File: src/rtl/spoll_pkg.sv
package spoll_pkg;
    typedef enum logic [1:0] {
        PS_IDLE = 2'd0,
        PS_REQ  = 2'd1,
        PS_WAIT = 2'd2
    } poll_st_e;

    localparam logic [1:0] FMODE_POLL = 2'b10;
endpackage

File: src/rtl/spoll_compare.sv
module spoll_compare #(
    parameter int STAT_W = 8
) (
    input  logic              or_mode,
    input  logic [STAT_W-1:0] mask,
    input  logic [STAT_W-1:0] match_val,
    input  logic [STAT_W-1:0] rsp_data,
    output logic              hit
);
    logic [STAT_W-1:0] eq_bits;

    always_comb begin
        eq_bits = ~(rsp_data ^ match_val) & mask;
        if (or_mode)
            hit = |eq_bits;
        else
            hit = (eq_bits == mask);
    end
endmodule

File: src/rtl/spoll_ctrl.sv
module spoll_ctrl
    import spoll_pkg::*;
(
    input  logic clk,
    input  logic rst_n,
    input  logic active,
    input  logic start,
    input  logic abort,
    input  logic stop_on_match,
    input  logic rsp_valid,
    input  logic hit,
    output logic poll_req,
    output logic busy,
    output logic take
);
    typedef struct packed {
        poll_st_e st;
    } ctrl_s;

    ctrl_s ctl_d, ctl_q;

    always_comb begin
        ctl_d = ctl_q;
        take  = 1'b0;
        case (ctl_q.st)
            PS_IDLE: if (active && start && !abort) ctl_d.st = PS_REQ;
            PS_REQ:  ctl_d.st = PS_WAIT;
            PS_WAIT: begin
                if (rsp_valid) begin
                    take     = 1'b1;
                    ctl_d.st = (hit && stop_on_match) ? PS_IDLE : PS_REQ;
                end
            end
            default: ctl_d.st = PS_IDLE;
        endcase
        if (ctl_q.st != PS_IDLE && (abort || !active)) begin
            ctl_d.st = PS_IDLE;
            take     = 1'b0;
        end
    end

    always_ff @(posedge clk or negedge rst_n) begin
        if (!rst_n) ctl_q <= '{st: PS_IDLE};
        else        ctl_q <= ctl_d;
    end

    assign poll_req = (ctl_q.st == PS_REQ);
    assign busy     = (ctl_q.st != PS_IDLE);

    // request is a single-cycle pulse
    a_r8_req_pulse: assert property (@(posedge clk) disable iff (!rst_n)
        poll_req |=> !poll_req);
    // a matching result under auto-stop ends the session
    a_r3_auto_stop: assert property (@(posedge clk) disable iff (!rst_n)
        (take && hit && stop_on_match) |=> (!busy && !poll_req));
    // abort ends the session with no further request
    a_r4_abort_ends: assert property (@(posedge clk) disable iff (!rst_n)
        (busy && abort) |=> (!busy && !poll_req));
    // leaving polling mode or disabling ends the session
    a_r6_inactive_idle: assert property (@(posedge clk) disable iff (!rst_n)
        !active |=> !busy);
endmodule

File: src/rtl/spoll_flag.sv
module spoll_flag #(
    parameter int STAT_W = 8
) (
    input  logic              clk,
    input  logic              rst_n,
    input  logic              set,
    input  logic              clr,
    input  logic [STAT_W-1:0] din,
    output logic              flag,
    output logic [STAT_W-1:0] data
);
    typedef struct packed {
        logic              flag;
        logic [STAT_W-1:0] data;
    } flag_s;

    flag_s fl_d, fl_q;

    always_comb begin
        fl_d = fl_q;
        if (clr) fl_d.flag = 1'b0;
        if (set) begin
            fl_d.flag = 1'b1;
            fl_d.data = din;
        end
    end

    always_ff @(posedge clk or negedge rst_n) begin
        if (!rst_n) fl_q <= '0;
        else        fl_q <= fl_d;
    end

    assign flag = fl_q.flag;
    assign data = fl_q.data;

    // flag stays set without a clear
    a_r7_sticky: assert property (@(posedge clk) disable iff (!rst_n)
        (flag && !clr) |=> flag);
    // captured word only changes on a match
    a_r7_data_hold: assert property (@(posedge clk) disable iff (!rst_n)
        !set |=> $stable(data));
    // a match overrides a simultaneous clear
    a_r7_set_wins: assert property (@(posedge clk) disable iff (!rst_n)
        set |=> flag);
endmodule

File: src/rtl/status_poll_engine.sv
module status_poll_engine
    import spoll_pkg::*;
#(
    parameter int STAT_W = 8
) (
    input  logic              clk,
    input  logic              rst_n,
    input  logic              enable,
    input  logic [1:0]        func_mode,
    input  logic              start,
    input  logic              abort,
    input  logic              stop_on_match,
    input  logic              or_mode,
    input  logic              irq_en,
    input  logic [STAT_W-1:0] mask,
    input  logic [STAT_W-1:0] match_val,
    input  logic              rsp_valid,
    input  logic [STAT_W-1:0] rsp_data,
    input  logic              flag_clr,
    output logic              poll_req,
    output logic              busy,
    output logic              match_flag,
    output logic              irq,
    output logic [STAT_W-1:0] match_data
);
    logic active;
    logic hit;
    logic take;
    logic set_match;

    assign active    = enable && (func_mode == FMODE_POLL);
    assign set_match = take && hit;

    spoll_compare #(.STAT_W(STAT_W)) u_cmp (
        .or_mode   (or_mode),
        .mask      (mask),
        .match_val (match_val),
        .rsp_data  (rsp_data),
        .hit       (hit)
    );

    spoll_ctrl u_ctrl (
        .clk           (clk),
        .rst_n         (rst_n),
        .active        (active),
        .start         (start),
        .abort         (abort),
        .stop_on_match (stop_on_match),
        .rsp_valid     (rsp_valid),
        .hit           (hit),
        .poll_req      (poll_req),
        .busy          (busy),
        .take          (take)
    );

    spoll_flag #(.STAT_W(STAT_W)) u_flag (
        .clk   (clk),
        .rst_n (rst_n),
        .set   (set_match),
        .clr   (flag_clr),
        .din   (rsp_data),
        .flag  (match_flag),
        .data  (match_data)
    );

    assign irq = match_flag && irq_en;

    // an AND-mode match leaves no unmasked bit different
    a_r1_and_rule: assert property (@(posedge clk) disable iff (!rst_n)
        (set_match && !or_mode) |-> (((rsp_data ^ match_val) & mask) == '0));
    // an OR-mode match needs a nonzero mask
    a_r2_or_mask: assert property (@(posedge clk) disable iff (!rst_n)
        (set_match && or_mode) |-> (mask != '0));
    // a start outside polling mode leaves the engine idle
    a_r6_gate: assert property (@(posedge clk) disable iff (!rst_n)
        (!busy && !active) |=> !busy);
endmodule

File: config.mk
export PLATFORM = sky130hd
export DESIGN_NAME = status_poll_engine
export DESIGN_NICKNAME = d
export VERILOG_FILES = /design/src/rtl/spoll_pkg.sv /design/src/rtl/spoll_compare.sv /design/src/rtl/spoll_ctrl.sv /design/src/rtl/spoll_flag.sv /design/src/rtl/status_poll_engine.sv
export SDC_FILE = /design/constraint.sdc
export NUM_CORES = 1
export LEC_CHECK = 0
export ABC_AREA = 1
export BUFFER_PORTS_ARGS = -buffer_cell sky130_fd_sc_hd__buf_4
export CAP_MARGIN = 30
export CORE_MARGIN = 2
export CORE_UTILIZATION = 46
export CTS_BUF_LIST = sky130_fd_sc_hd__clkbuf_4 sky130_fd_sc_hd__clkbuf_8 sky130_fd_sc_hd__clkbuf_16
export DETAILED_ROUTE_END_ITERATION = 10
export PLACE_DENSITY = 0.84
export SLEW_MARGIN = 40
export SYNTH_ARGS = -nofsm -noshare
export SYNTH_HDL_FRONTEND = slang
export SYNTH_HIERARCHICAL = 1
export SYNTH_SLANG_ARGS = --single-unit
File: constraint.sdc
create_clock -name clk -period 2.55 [get_ports clk]
set_clock_uncertainty 0.15 [all_clocks]
set_input_delay 0.255 -clock clk [delete_from_list [all_inputs] [get_ports clk]]
set_output_delay 0.255 -clock clk [all_outputs]
set_load 0.01 [all_outputs]
==> Word level (Yosys, flattened, before mapping) <==
Cells that the tools add are included.
{ "totals": {"regBits": 11, "inputBits": 36, "out_inout_bits": 12, "elab_cells": 38} }
{ "classes": {"n_eq_ne": 6, "muxes": 11, "bitwise_logic": 3, "n_reduce_logical": 15} }
{ "ops": {"columns": ["operator", "n"], "rows": [
  ["$mux 9", 1],
  ["$and 8x8->8", 1],
  ["$eq 8x8->1", 1],
  ["$not 8->8", 1],
  ["$reduce_or 8->1", 1],
  ["$xor 8x8->8", 1],
  ["$logic_and 1x1->1", 7],
  ["$mux 1", 6],
  ["$mux 2", 3],
  ["$pmux 2 s3", 1],
  ["$eq 2x2->1 const B", 2],
  ["$reduce_bool 2->1", 2],
  ["$ne 3x1->1 const B", 1],
  ["$ne 3x2->1 const B", 1],
  ["$eq 2x1->1 const B", 1],
  ["$logic_not 1->1", 2],
  ["$logic_not 2->1", 1],
  ["$reduce_and 2->1", 1],
  ["$logic_or 1x1->1", 1]
]} }

==> Longest topological paths before layout <==
{ "depth": {"depth_word": 10, "depth_mapped": 15, "mapped_depth_nobuf": 14} }

==> Cells and area by module <==
Netlist, hierarchy kept.
{ "modules_own_cells": {"columns": ["mod", "n_inst", "cells_per_inst", "area_each_um2", "seq_area_each_um2"], "rows": [
  ["spoll_flag", 1, 38, 341.6, 225.2],
  ["spoll_compare", 1, 72, 300.3, 0.0],
  ["spoll_ctrl", 1, 23, 146.4, 50.0],
  ["status_poll_engine", 1, 6, 25.0, 0.0]
]} }

==> Worst setup path after synthesis <==
OpenSTA, ideal clock, no wires.
{ "synth_path": {"kind": "input port to flip-flop", "from": "in rsp_data[4]", "to": "reg u_flag.fl_q (netlist bit u_flag/data[0])", "setup_time_ps": 117, "arrival_ps": 1057, "required_time_ps": 2283, "setup_slack_ps": 1227, "stages": 13, "path_buffers": 1, "cell_sequence": "inv_1 nand2_2 nand3_1 nand2_1 nor2_1 nand3b_1 nand2_1 nand2_1 inv_1 buf_6 inv_2 nand2_1 nand2_1"} }
{ "synth_via": {"elab_chain_len": 6, "elab_cells_between_ends": 7, "classes_between": "eq/ne (1); mux (1); bitwise (3); reduce/logical (2)"} }
{ "synth_lines": {"columns": ["element", "line_no", "source"], "rows": [
  ["start, declared", "status_poll_engine.sv:18", "input logic [STAT_W-1:0] rsp_data,"],
  ["$xor 8x8->8 *", "spoll_compare.sv:13", "eq_bits = ~(rsp_data ^ match_val) & mask;"],
  ["$not 8->8 *", "spoll_compare.sv:13", null],
  ["$and 8x8->8 *", "spoll_compare.sv:13", null],
  ["$eq 8x8->1 / $reduce_or 8->1 (equally long branches)", "spoll_compare.sv:17, spoll_compare.sv:15", null],
  ["$mux 1 *", "spoll_compare.sv:14", "if (or_mode)"],
  ["via hit", "status_poll_engine.sv:27", "logic hit;"],
  ["$logic_and 1x1->1 *", "status_poll_engine.sv:32", "assign set_match = take && hit;"],
  ["via set_match", "status_poll_engine.sv:29", "logic set_match;"],
  ["end signal, assigned", "spoll_flag.sv:30", "else fl_q <= fl_d;"],
  ["end, declared", "spoll_flag.sv:17", "flag_s fl_d, fl_q;"]
]} }
Mark *: on every way through the listed nets, which the timed path passes. The rest lies on a longest branch.
A chain may end at the register's enable or synchronous reset.

==> Worst setup path after layout <==
{ "layout_path": {"from": "reg u_ctrl/ctl_q[1] (netlist bit)", "to": "reg u_flag.fl_q (netlist bit u_flag/data[1])"} }
{ "layout_via": {"elab_chain_len": 4, "elab_cells_between_ends": 6, "classes_between": "eq/ne (1); mux (2); reduce/logical (3)"} }
{ "layout_lines": {"columns": ["element", "line_no", "source"], "rows": [
  ["start, declared", "spoll_ctrl.sv:20", "ctrl_s ctl_d, ctl_q;"],
  ["start signal, assigned", "spoll_ctrl.sv:43", "if (!rst_n) ctl_q <= '{st: PS_IDLE};"],
  ["start signal, assigned", "spoll_ctrl.sv:44", "else ctl_q <= ctl_d;"],
  ["$eq 2x2->1 / $reduce_bool 2->1 (equally long branches)", "spoll_ctrl.sv:25, spoll_ctrl.sv:36", null],
  ["$mux 1 / $logic_and 1x1->1 (equally long branches)", "spoll_ctrl.sv:25, spoll_ctrl.sv:36", null],
  ["$mux 1 *", "spoll_ctrl.sv:36", "if (ctl_q.st != PS_IDLE && (abort || !active)) begin"],
  ["via take", "status_poll_engine.sv:28", "logic take;"],
  ["$logic_and 1x1->1 *", "status_poll_engine.sv:32", null],
  ["via set_match", "status_poll_engine.sv:29", null]
]} }
Marks and branches as above.

==> results by group <==
Yosys
  – Synth Area in Compound Gates: 1.54%
  – Post-Synth Adder-Cell Area: 0%
  – Area leader, netlist: dfrtp_1
  – Main combinational cell family by area after synthesis: simple AND/OR/NAND/NOR gates
  – Avg Cell Area, Syn: 5.85 um2
  – Simple-Gate Fraction of Synth Area: 50.8%
  – Synth Cell Area: 813 um2
  – Syn nets: 175
  – Yosys reg bits: 11
  – Post-synthesis xor/xnor area fraction: 0%
  – Largest cells by area after synthesis: dfrtp_1 (34%), nand2_1 (33%), inv_1 (9.7%), nand3_1 (6.2%), nor2_1 (3.7%)
  – Mux cell area share after synthesis: 0%
  – Synth Instances: 139
  – Synth warn: 6
  – Sequential area share after synthesis: 33.8%
  – Synth unique cells: 14
  – Share of the synthesized area in the top cell type: 33.8%

Critical path
  – Critical Path Start Type: flop
  – Element type at the critical path end: flop
  – RR Startpoint: u_ctrl/ctl_q[1]
  – CP endpoint: u_flag/data[1]
  – Required @ worst endpoint: 2550 ps
  – R2R Setup Slk: 1030 ps
  – Crit path kind: reg2reg
  – Worst R2R Path Depth: 7
  – RR Endpoint: u_flag/data[1]
  – Crit path DAT: 1520 ps
  – Worst Setup SP: u_ctrl/ctl_q[1]
  – Crit Path Max Fanout: 9

Clock network
  – Worst-case clock buffer depth: 2
  – TritonCTS Buffers: 3
  – Cts repair resizes: 0
  – Clock slew at reported path FFs: 60 ps
  – CTS tree: done
  – Worst-Skew Late Latency: 260 ps
  – Root Buffer: clkbuf_4
  – Number of clock sinks: 11
  – # H-tree levels: 1

Finish
  – Layout cells sized above 1: 33.2%
  – Net total in the final layout: 227
  – Synth-to-layout area growth: 49.5%
  – Antenna Diode Count: 0
  – Fin area: 1220 um2

Timing
  – Worst slew pin tran: 239 ps
  – Setup violators final: 0
  – FMAX: 0.658 GHz
  – Pins over their slew limit: 0
  – Final worst slack: 1030 ps
  – Worst rel slew slack: 84.1%
  – Setup TNS: 0 ps
  – Min Tclk post-route: 1520 ps
  – RSZ-0062 raised after global routing: false
  – Final Hold Fails: 0
  – Final period utilization: 59.6%

Placed design
  – Area after DPL: 1180 um2
  – GP Congestion: 0.795
  – Pre-CTS setup slack: 908 ps
  – Detailed placer's ending HPWL: 1.71 mm
  – Number of I/O port buffers: 47

Die
  – Io pins: 48
  – Rows: 15
  – Starting Density: 48.1%
  – Core area: 1690 um2
  – Die Area: 2120 um2
  – Die Wd: 46.0 um
  – Die Y-Extent: 46.0 um

Global route
  – Initial antenna violation count: 0
  – Largest net degree at the start of global routing: 12
  – Vias in the first global route: 857
  – GR Overflow Total: 0
  – Global Route Usage Sum: 20.4%
  – First-pass GRT wire length: 3.16 mm

Detailed routing
  – DRC: 0
  – Final WL: 1.96 mm
  – 1st-iter DRT viols: 24
  – Post-DRT Antenna Nets: 0
  – Vias per std cell: 4.52
  – Routed vias: 935
  – Drt wl/cell: 9.48 um
  – DR pass1 iterations: 5

Pwr
  – Max VDD drop: 0.193 mV
  – PwrDens: 386 nW/um2
  – Lkg Pwr: 0.814 nW
  – PnR Total Power: 0.470 mW

Min path
  – Hold Crit Class: in2reg

Flow run
  – Max-cap violations: 0

Run status
  – Outcome: finished, final reports clean
## registers in the layout, indices dropped and copies added, names as in the netlist
name          count
u_ctrl/ctl_q      2
u_flag/data       8
u_flag/flag       1
## worst max-delay path: stages (launching register included)
cell     delay (ps)
dfrtp_1         410
inv_2            70
nor4_2          240
nand2_1          70
inv_1           200
inv_2           130
nand2_1          90
nand2_1          50
## stage by stage
step,cells,hold slack [ps],utilization (%)
floorplan,139,-191,-
global placement,202,-62.2,69.6
detailed placement,202,-61.3,69.6
CTS,207,62.0,72.0
global route,207,72.8,72.0
finish,207,68.0,72.0
## Yosys cell counts (all sizes together)
cell / count
a21boi: 1
buf: 1
dfrtp: 11
inv: 27
nand2: 75
nand3: 11
nand3b: 2
nor2: 9
nor4: 1
o21ai: 1
## per-layer routing
metal / track usage, % / wire [um]
met5: 0 / 0
met1: 24.3 / 875
met4: 10.9 / 0
met3: 2.78 / 79
met2: 34.7 / 1010
## area by class of cell
class,count,area [um2]
timing repair buffer,48,363
sequential,11,275
clock buffer,4,30.0
tap,17,21.3
inverter,27,101
multi-input combinational,100,425
fill,142,473
## how the worst min path moves through the flow
stage                      startpoint              end  slack (ps)  cells past startpoint
after detailed placement        rst_n   u_flag/data[7]         -60                      1
after global placement          rst_n   u_flag/data[4]         -60                      1
final                     rsp_data[4]   u_flag/data[4]          70                      3
after CTS                 rsp_data[4]   u_flag/data[4]          60                      3
after global routing      rsp_data[5]   u_flag/data[5]          70                      3
after floorplan                 rst_n  u_ctrl/ctl_q[0]        -190                      0
## power breakdown
part / internal, mW / leakage, nW / switching [mW]
Clock: 0.0710 / 0.0184 / 0.0504
Sequential: 0.183 / 0.153 / 0.0110
Combinational: 0.0817 / 0.642 / 0.0732
Total: 0.335 / 0.814 / 0.135
## cells by family after synthesis
| logic type | Yosys count |
|---|---|
| and+or+nand+nor | 98 |
| DFF | 11 |
| buffers and inverters | 28 |
| AOI/OAI and AO/OA | 2 |
## cell usage in the layout, fill, tap and decap left out
| cell type | count |
|---|---|
| nand3b_1 | 2 |
| o21ai_0 | 1 |
| a21boi_1 | 1 |
| nor4_2 | 1 |
| nand2_1 | 72 |
| buf_4 | 47 |
| dlygate4sd3_1 | 1 |
| nor2_2 | 1 |
| nor2_1 | 8 |
| nand3_1 | 10 |
| nand3_2 | 1 |
| inv_1 | 21 |
| inv_2 | 6 |
| nand2_2 | 3 |
| dfrtp_1 | 11 |
| clkbuf_4 | 4 |
## repair_timing
item / in CTS / in global routing
hold buffers: 1 / 0
buffers inserted: 0 / 0
endpoints found under the hold margin: 11 / 0
(Power assumes the default switching activity.)
